==> src/rtl/iqofs_pkg.sv <==
package iqofs_pkg;
  localparam int NCH  = 2;
  localparam int CH_I = 0;
  localparam int CH_Q = 1;

  typedef enum logic [1:0] {
    OP_NONE,
    OP_SEL,
    OP_OFS,
    OP_UPD
  } wr_op_e;
endpackage

==> src/rtl/iqofs_regs.sv <==
module iqofs_regs
  import iqofs_pkg::*;
#(
  parameter int          ADDR_W   = 8,
  parameter int          DATA_W   = 8,
  parameter int          OFS_W    = 6,
  parameter int          CH_N     = NCH,
  parameter logic [7:0]  SEL_ADDR = 8'h05,
  parameter logic [7:0]  OFS_ADDR = 8'h10,
  parameter logic [7:0]  UPD_ADDR = 8'hFF
) (
  input  logic                         clk,
  input  logic                         rst,
  input  logic                         wr_en,
  input  logic [ADDR_W-1:0]            wr_addr,
  input  logic [DATA_W-1:0]            wr_data,
  output logic [DATA_W-1:0]            sel_o,
  output logic [CH_N-1:0][OFS_W-1:0]   shadow_o,
  output logic [CH_N-1:0][OFS_W-1:0]   active_o
);
  wr_op_e op;

  always_comb begin
    op = OP_NONE;
    if (wr_en) begin
      if (wr_addr == ADDR_W'(SEL_ADDR))      op = OP_SEL;
      else if (wr_addr == ADDR_W'(OFS_ADDR)) op = OP_OFS;
      else if (wr_addr == ADDR_W'(UPD_ADDR)) op = OP_UPD;
    end
  end

  always_ff @(posedge clk) begin
    if (rst)                sel_o <= '0;
    else if (op == OP_SEL)  sel_o <= wr_data;
  end

  always_ff @(posedge clk) begin
    if (rst) begin
      shadow_o <= '0;
      active_o <= '0;
    end else begin
      for (int ch = 0; ch < CH_N; ch++) begin
        if (op == OP_OFS && sel_o == DATA_W'(ch + 1))
          shadow_o[ch] <= wr_data[OFS_W-1:0];
      end
      if (op == OP_UPD && wr_data[0])
        active_o <= shadow_o;
    end
  end
endmodule

==> src/rtl/iqofs_sat_add.sv <==
module iqofs_sat_add #(
  parameter int SAMPLE_W = 12,
  parameter int OFS_W    = 6
) (
  input  logic                clk,
  input  logic                rst,
  input  logic [SAMPLE_W-1:0] samp_i,
  input  logic [OFS_W-1:0]    ofs_i,
  output logic [SAMPLE_W-1:0] sum_o
);
  localparam int SUM_W = SAMPLE_W + 1;
  localparam logic [SAMPLE_W-1:0] POS_LIM = {1'b0, {(SAMPLE_W-1){1'b1}}};
  localparam logic [SAMPLE_W-1:0] NEG_LIM = {1'b1, {(SAMPLE_W-1){1'b0}}};

  logic [SUM_W-1:0]    wide;
  logic [SAMPLE_W-1:0] clamped;

  assign wide = {samp_i[SAMPLE_W-1], samp_i}
              + {{(SUM_W-OFS_W){ofs_i[OFS_W-1]}}, ofs_i};

  always_comb begin
    if (wide[SUM_W-1] != wide[SUM_W-2])
      clamped = wide[SUM_W-1] ? NEG_LIM : POS_LIM;
    else
      clamped = wide[SAMPLE_W-1:0];
  end

  always_ff @(posedge clk) begin
    if (rst) sum_o <= '0;
    else     sum_o <= clamped;
  end
endmodule

==> src/rtl/iq_offset_adder.sv <==
module iq_offset_adder
  import iqofs_pkg::*;
#(
  parameter int SAMPLE_W = 12,
  parameter int OFS_W    = 6,
  parameter int ADDR_W   = 8,
  parameter int DATA_W   = 8
) (
  input  logic                clk,
  input  logic                rst,
  input  logic                wr_en,
  input  logic [ADDR_W-1:0]   wr_addr,
  input  logic [DATA_W-1:0]   wr_data,
  input  logic [SAMPLE_W-1:0] i_in,
  input  logic [SAMPLE_W-1:0] q_in,
  output logic [SAMPLE_W-1:0] i_out,
  output logic [SAMPLE_W-1:0] q_out
);
  logic [DATA_W-1:0]           sel_q;
  logic [NCH-1:0][OFS_W-1:0]   shadow_ofs;
  logic [NCH-1:0][OFS_W-1:0]   active_ofs;
  logic [NCH-1:0][SAMPLE_W-1:0] samp_in;
  logic [NCH-1:0][SAMPLE_W-1:0] samp_out;

  assign samp_in[CH_I] = i_in;
  assign samp_in[CH_Q] = q_in;
  assign i_out = samp_out[CH_I];
  assign q_out = samp_out[CH_Q];

  iqofs_regs #(
    .ADDR_W(ADDR_W), .DATA_W(DATA_W), .OFS_W(OFS_W), .CH_N(NCH)
  ) u_regs (
    .clk(clk), .rst(rst), .wr_en(wr_en), .wr_addr(wr_addr), .wr_data(wr_data),
    .sel_o(sel_q), .shadow_o(shadow_ofs), .active_o(active_ofs)
  );

  for (genvar ch = 0; ch < NCH; ch++) begin : g_lane
    iqofs_sat_add #(.SAMPLE_W(SAMPLE_W), .OFS_W(OFS_W)) u_add (
      .clk(clk), .rst(rst), .samp_i(samp_in[ch]), .ofs_i(active_ofs[ch]),
      .sum_o(samp_out[ch])
    );
  end
endmodule

==> config.mk <==
export PLATFORM = sky130hd
export DESIGN_NAME = iq_offset_adder
export DESIGN_NICKNAME = d
export VERILOG_FILES = /design/src/rtl/iqofs_pkg.sv /design/src/rtl/iqofs_regs.sv /design/src/rtl/iqofs_sat_add.sv /design/src/rtl/iq_offset_adder.sv
export SDC_FILE = /design/constraint.sdc
export NUM_CORES = 1
export LEC_CHECK = 0
export BUFFER_PORTS_ARGS = -buffer_cell sky130_fd_sc_hd__buf_2
export CAP_MARGIN = 20
export CELL_PAD_IN_SITES_DETAIL_PLACEMENT = 0
export CELL_PAD_IN_SITES_GLOBAL_PLACEMENT = 1
export CORE_MARGIN = 2
export CORE_UTILIZATION = 41
export DETAILED_ROUTE_END_ITERATION = 10
export PLACE_DENSITY_LB_ADDON = 0.1
export SYNTH_ARGS = -nofsm -noshare
export SYNTH_HDL_FRONTEND = slang
export SYNTH_HIERARCHICAL = 1
export SYNTH_SLANG_ARGS = --single-unit
==> constraint.sdc <==
create_clock -name clk -period 3.1 [get_ports clk]
set_clock_uncertainty 0.2 [all_clocks]
set_input_delay 0.155 -clock clk [delete_from_list [all_inputs] [get_ports clk]]
set_output_delay 0.155 -clock clk [all_outputs]
set_load 0.1 [all_outputs]
# [Yosys cells after proc, flatten, opt, wreduce, memory -nomap -nowiden]
# Cells that the tools add are included.
[word_totals] out_inout_bits=24 ff_bits=56 inputBits=43
[classes] eq_ne=10 reduce_logical=3 addsub=2 mux=8
[ops] operator="$mux 12" n=4
[ops] operator="$add 12x6->13" n=2
[ops] operator="$eq 8x1->1 const B" n=1
[ops] operator="$eq 8x2->1 const B" n=1
[ops] operator="$eq 8x3->1 const B" n=1
[ops] operator="$eq 8x5->1 const B" n=1
[ops] operator="$eq 8x8->1 const B" n=1
[ops] operator="$mux 2" n=4
[ops] operator="$eq 2x2->1 const B" n=2
[ops] operator="$logic_and 1x1->1" n=3
[ops] operator="$eq 2x1->1 const B" n=1
[ops] operator="$ne 1x1->1" n=2

# [Logic depth before layout (Yosys ltp)]
# Gate-level depths: netlist of run 1.
[depth] depth_word=7 ltp_mapped=10 depth_no_buf=9

# [By module]
# Netlist of run 1, hierarchy kept.
[modules_own_cells] mod="iqofs_regs" area_per_inst_um2=1311.3 cells_per_inst=122 n_inst=1
[modules_own_cells] mod="iqofs_sat_add at g_lane[1].u_add" area_per_inst_um2=938.4 cells_per_inst=106 n_inst=1
[modules_own_cells] mod="iqofs_sat_add at g_lane[0].u_add" area_per_inst_um2=905.9 cells_per_inst=103 n_inst=1

# [Least setup slack after synthesis of run 1]
# OpenSTA, ideal clock, no wires.
[synth_timing] kind="flip-flop to flip-flop" from="register u_regs/active_o[11] (netlist bit)" to="register g_lane[1].u_add.sum_o[10]" stages_incl_launch_ff=8 t_required_ps=2768 arrival_time_ps=1994 period_less_slack_ps=2326 setup_time_ps=132 n_path_buf=0 setup_slack_ps=774 cell_sequence="dfxtp_1 ha_1 a21o_1 or3_4 or4b_1 and3_1 o211ai_1 a21oi_1"
[synth_between] elab_chain_len=3 elab_cells_between_ends=4 classes_between="1 x add/sub; 1 x eq/ne; 2 x mux"
[synth_rtl] item="start, declared" line="iqofs_regs.sv:19" rtl="output logic [CH_N-1:0][OFS_W-1:0] active_o"
[synth_rtl] item="start signal, assigned" line="iqofs_regs.sv:47" rtl="active_o <= shadow_o;"
[synth_rtl] item="$add 12x6->13 (*)" line="iqofs_sat_add.sv:19" rtl="+ {{(SUM_W-OFS_W){ofs_i[OFS_W-1]}}, ofs_i};"
[synth_rtl] item="$mux 12 / $ne 1x1->1 (equally long branches)" line="iqofs_sat_add.sv:23, iqofs_sat_add.sv:22"
[synth_rtl] item="$mux 12 (*)" line="iqofs_sat_add.sv:22" rtl="if (wide[SUM_W-1] != wide[SUM_W-2])"
[synth_rtl] item="end signal, assigned" line="iqofs_sat_add.sv:30" rtl="else sum_o <= clamped;"
[synth_rtl] item="end, declared" line="iqofs_sat_add.sv:9" rtl="output logic [SAMPLE_W-1:0] sum_o"
# Mark *: on every way between the ends. The rest lies on a longest branch, timed or not.
# A chain may end at the register's enable or synchronous reset.

# [Worst setup path in the final report of run 1]
[layout_timing] from="register u_regs/active_o[11] (netlist bit)" to="register g_lane[1].u_add.sum_o[0]"
# Same word-level chain as after synthesis.

==> results.toml, run 1 <==
[status]
status = "finished, final reports clean"

[global_route]
busiest_layer = "met2"
grt_use_total_pct = 16.14
use_met1_pct = 22.74
grtUsageMet3_pct = 3.205
antenna_found_initial = 0
grt_pass1_wl_um = 11260
grt_use_met2_pct = 25.49
grt_start_max_net_pins = 43
grt_pass1_vias = 2452
grt-ovfl-total = 0

[timing]
fmax_mhz = 385.0
rsz0062_at_grt = "no"
hold_viol = 0
slew_headroom_pct = 51.19
worst_slew_pin_slew_ns = 0.7321
post-route-period-util_pct = 83.78
setup_viol = 0
fin_setup_tns_ns = 0
drv_slew = 0
whs_ns = 0.01618
period_minus_slack_ns = 2.597

[detailed_routing]
wirelength_um = 6648
via_per_inst = 5.094
drtIter0Drc = 42
vias = 2588
post_drt_wl_per_cell_um = 13.09
first_pass_iters = 4
drc_errors = 0
ant_nets = 0

[logic_synthesis]
synth.top_cells.by_area = "dfxtp_1 36%, mux2i_1 10%, ha_1 9.5%"
yosys_warnings = 6
synth_common_cells = "56 x dfxtp_1, 33 x nor2_1, 32 x mux2i_1"
ys_ff_latch = 56
synth_cells = 331
yosysMostFrequentCell = "dfxtp_1"
synth-main-ff-cell = "dfxtp_1"
synth_top_cell_area_share_pct = 35.53
async_reset_ff_share_pct = 0
synth_edf_count = 0
syn-num-nets = 400
synth_top_cell_by_area = "dfxtp_1"
seq_area_frac_synth_pct = 35.53
ys_types = 50
avgSynthCellArea_um2 = 9.533
syn_area_um2 = 3156

[setup_path]
path_cells = "ha_1 -> a21o_1 -> or3_4 -> o211ai_2 -> nand4b_2 -> o211ai_4 -> o22ai_1"
worstPathRequired_ns = 3.07
critPathKind = "reg -> reg"
cp-start-kind = "flip-flop"
rr_worst_depth = 7
critical-path-max-stage-delay_ns = 0.52
arrival_ns = 2.57
critPathSlowestCell = "dfxtp_1"
r2r_end = "g_lane[1].u_add/sum_o[0]$_SDFF_PP0_"
cp_max_fo = 9
rr_startpoint = "u_regs/active_o[11]$_SDFFE_PP0P_"
reg2reg_slack_ns = 0.50
critPathCaptureType = "flip-flop"

[placement]
place.gp.congestion = 0.8210
postPlaceCellArea_um2 = 3610
port_buffers = 66
hpwl_um = 5078

[clock_tree]
clk_pin_slew_worst_paths_ns = 0.10
clockBufferDepth = 2
cts_resized = 0
root_buffer = "clkbuf_8"
ctsHtreeMaxLevel = 2
clock_latency_ns = 0.31
cts_tree = "done"
cts_made_buffers = 5
cts.sinks = 56

[layout]
nFillCells = 727
n_antenna_cell = 0
multi_input_area_um2 = 1944
area_growth_pct = 19.75
drive_gt1_share_pct = 22.49
seqCellArea_um2 = 1121
stdcell_area_um2 = 3779
layout.nets = 477

[worst_hold_path]
hold_depth = 4
hp-start = "i_in[0]"
min_path_type = "in -> reg"
min_to = "g_lane[0].u_add/sum_o[0]$_SDFF_PP0_"

[die]
design.core.area_um2 = 7370
start_util_pct = 42.82
io_pins = 67
dieArea_um2 = 8414
die_w_um = 91.73
rows = 31
die-height_um = 91.73

[pwr]
peakVddDrop_v = 0.0002159
power.density_nw_per_um2 = 383.9
power.total_w = 0.001451
power_leakage_nw = 1.659

[run]
drv_cap = 0
## registers in the layout, summed over array words and instances (netlist names)
name	cells
g_lane.u_add/sum_o	24
u_regs/active_o	12
u_regs/shadow_o	12
u_regs/sel_o	8
## logic make-up (layout without fill, tap and decap cells)
kind of cell,after synthesis,count (layout),synth area share (%)
AND/OR/NAND/NOR,98,98,18.75
adder cells (fa/ha/maj),26,26,10.79
flip-flops,56,56,35.53
AO/OA/AOI/OAI,82,82,17.60
buffers and inverters,22,100,3.013
XOR/XNOR,15,15,4.163
multiplexers,32,32,10.15
## area by class of cell
class / count / area share, %
clock inverter: 2 / 0.4305
timing repair buffer: 80 / 12.05
clock buffer: 6 / 1.921
tap: 99 / 3.278
sequential: 56 / 29.67
multi-input combinational: 253 / 51.46
inverter: 12 / 1.192
## metal layers
metal | wire [um] | part of all wire [%] | up-vias
li1 | - | - | 1373
met1 | 3413 | 51 | 1162
met2 | 2909 | 44 | 47
met3 | 267 | 4.0 | 6
met4 | 57 | 0.86 | 0
met5 | 0 | 0 | -
## report_power, final
group / leakage (nW) / internal (W) / switching (W) / total (W)
sequential: 0.458 / 0.000739 / 0.00000400 / 0.000743
combinational: 1.16 / 0.0000819 / 0.000228 / 0.000310
clock: 0.0414 / 0.000161 / 0.000237 / 0.000398
## how the worst max path moves through the flow
stage                                     start                              endpoint  slack [ns]  cells after the start
2_1_floorplan  u_regs/active_o[11]$_SDFFE_PP0P_  g_lane[1].u_add/sum_o[10]$_SDFF_PP0_        0.77                      7
3_3_place_gp   u_regs/active_o[11]$_SDFFE_PP0P_   g_lane[1].u_add/sum_o[1]$_SDFF_PP0_        0.60                      7
3_5_place_dp   u_regs/active_o[11]$_SDFFE_PP0P_   g_lane[1].u_add/sum_o[0]$_SDFF_PP0_        0.54                      7
4_1_cts        u_regs/active_o[11]$_SDFFE_PP0P_   g_lane[1].u_add/sum_o[0]$_SDFF_PP0_        0.50                      7
5_1_grt        u_regs/active_o[11]$_SDFFE_PP0P_   g_lane[1].u_add/sum_o[0]$_SDFF_PP0_        0.31                      7
6_report       u_regs/active_o[11]$_SDFFE_PP0P_   g_lane[1].u_add/sum_o[0]$_SDFF_PP0_        0.50                      7
## worst max-delay path, delay by kind of cell (launching register included)
kind | cells | cell delay [ns]
AND/OR/NAND/NOR | 2 | 0.53
adder cells (fa/ha/maj) | 1 | 0.35
AO/OA/AOI/OAI | 4 | 0.84
flip-flops | 1 | 0.52
## cells in the final DEF, fill, tap and decap left out, drive strengths merged, types with 2 or more instances in the layout
master       netlist  layout
a211oi             6       6
a21o               7       7
a21oi             23      23
a31oi              2       2
and2               2       2
and3               2       2
buf                4      72
clkbuf             6       6
dfxtp             56      56
dlygate4sd3        0       8
fa                 2       2
ha                24      24
inv               12      12
mux2i             32      32
nand2              5       5
nand2b            25      25
nand3              5       5
nand3b             3       3
nand4              3       3
nor2              33      33
nor2b              3       3
nor3               5       5
nor4               3       3
nor4b              3       3
o211ai             9       9
o21ai              8       8
o21bai             2       2
o22ai             21      21
or3                2       2
xor2              14      14
## per-stage QoR
| stage | setup slack (ns) | std cells | util (%) |
|---|---|---|---|
| after floorplan | 0.7737 | 331 | - |
| final | 0.5028 | 508 | 51.27 |
| after detailed placement | 0.5402 | 492 | 48.98 |
| after global placement | 0.6000 | 492 | 48.98 |
| after CTS | 0.5042 | 508 | 51.27 |
| after global routing | 0.3086 | 508 | 51.27 |
## timing repair
action,in CTS,in global routing
hold buffers,8,0
endpoints found under the hold margin,20,0
setup buffers,0,0
(Power assumes the default switching activity.)
==> run 2, diff against run 1 <==
clock period = 2.55 ns   (was 3.1 ns; I/O delays follow)
==> results.toml, run 2 (synthesis gave the netlist of run 1 again) <==
[placement]
place.gp.congestion = 0.7872
port_buffers = 66
dp.cells = 494
postPlaceCellArea_um2 = 3637
hpwl_um = 5217

[worst_hold_path]
hold_depth = 2
min_to = "g_lane[1].u_add/sum_o[11]$_SDFF_PP0_"
min_path_type = "in -> reg"
hp-start = "rst"

[die]
rows = 31
die_w_um = 91.73
die-height_um = 91.73
io_pins = 67
design.core.area_um2 = 7370
start_util_pct = 42.82
dieArea_um2 = 8414

[pwr]
power_leakage_nw = 1.707
peakVddDrop_v = 0.0002848
power.total_w = 0.001775
power.density_nw_per_um2 = 451.5

[layout]
stdcell_area_um2 = 3931
largestRegisters = "g_lane.u_add/sum_o (24), u_regs/active_o (12), u_regs/shadow_o (12)"
n_antenna_cell = 0
mostFrequentLayoutCell = "buf_2"
fin_cells = 515
area_growth_pct = 24.58
largest_reg_flops = 24
final_util_pct = 53.34
layout.cells.most_common_list = "67 x buf_2, 55 x dfxtp_1, 33 x nor2_1, 32 x mux2i_1, 23 x nand2b_1"
largest-register = "g_lane.u_add/sum_o"
drive_gt1_share_pct = 26.44
layout.nets = 484

[timing]
slew_headroom_pct = 62.34
worst_slew_pin_slew_ns = 0.5607
period_minus_slack_ns = 2.422
hold_viol = 0
drv_slew = 0
post-route-period-util_pct = 94.98
whs_ns = 0.1008
fmax_mhz = 412.9
setup_viol = 0

[global_route]
grt_pass1_wl_um = 10970
grt-ovfl-total = 0
grt_use_total_pct = 15.94
antenna_found_initial = 0
grt_pass1_vias = 2434
grt_start_max_net_pins = 40

[run]
drv_cap = 0

[clock_tree]
root_buffer = "clkbuf_8"
cts_tree = "done"
ctsHtreeMaxLevel = 2
cts.sinks = 56
cts_made_buffers = 5
clock_latency_ns = 0.31
clockBufferDepth = 2
clk_pin_slew_worst_paths_ns = 0.10

[detailed_routing]
wirelength_um = 6833
ant_nets = 0
via_per_inst = 5.140
vias = 2647
first_pass_iters = 4
post_drt_wl_per_cell_um = 13.27
drtIter0Drc = 66
drc_errors = 0

[status]
status = "finished, final reports clean"

[setup_path]
rr_worst_depth = 10
r2r_end = "g_lane[0].u_add/sum_o[9]$_SDFF_PP0_"
arrival_ns = 2.45
critPathCaptureType = "flip-flop"
critPathKind = "reg -> reg"
cp-start-kind = "flip-flop"
cp_max_fo = 11
worstPathRequired_ns = 2.58
cp-startpoint = "u_regs/active_o[0]$_SDFFE_PP0P_"
rr_startpoint = "u_regs/active_o[0]$_SDFFE_PP0P_"
reg2reg_slack_ns = 0.13
[run 2: area by class of cell]
class | instances | area, um^2
repair buffers | 87 | 523.0
clock inverters | 3 | 21.27
well taps | 99 | 123.9
fillers | 708 | 3438
flip-flops and latches | 56 | 1125
clock buffers | 5 | 68.82
multi-input cells | 253 | 2024
inverters | 12 | 45.04
[run 2: critical path: stages (launching register included)]
cell and delay (ns):
dfxtp_1 0.34, ha_2 0.20, inv_1 0.06, fa_1 0.39
nand2b_4 0.16, a21oi_2 0.22, o22ai_4 0.13, o21ai_2 0.19
a31oi_1 0.10, buf_4 0.18, o22ai_1 0.16
[run 2: through the flow]
stage,setup slack (ns),setup TNS (ns)
floorplan,0.2237,0
global placement,0.08161,0
detailed placement,0.03181,0
CTS,0.005655,0
global route,-0.01230,-0.01230
finish,0.1281,0
[run 2: where the power goes]
| part | switching, W | internal [W] |
|---|---|---|
| clock | 0.000290 | 0.000196 |
| combinational | 0.000282 | 0.000105 |
| sequential | 0.00000517 | 0.000897 |
[run 2: timing repair]
item	4_1_cts	5_1_grt
setup buffers	0	2
gates resized for setup	0	19
hold buffers	10	0
hold endpoints to repair	22	0
endpoints found under the setup margin	0	22
[run 2: worst max path at each step]
stage | endpoint | slack [ns]
finish | g_lane[0].u_add/sum_o[9]$_SDFF_PP0_ | 0.13
detailed placement | g_lane[0].u_add/sum_o[9]$_SDFF_PP0_ | 0.03
global route | g_lane[0].u_add/sum_o[1]$_SDFF_PP0_ | -0.01
CTS | g_lane[0].u_add/sum_o[9]$_SDFF_PP0_ | 0.006
floorplan | g_lane[1].u_add/sum_o[10]$_SDFF_PP0_ | 0.22
global placement | g_lane[0].u_add/sum_o[2]$_SDFF_PP0_ | 0.08
[run 2: metal layers]
metal | up-vias | share of wire, % | GRT usage [%]
li1 | 1383 | - | -
met1 | 1223 | 53 | 22.52
met2 | 39 | 44 | 24.75
met3 | 2 | 2.5 | 3.122
met4 | 0 | 0.67 | 4.478
met5 | - | 0 | 0
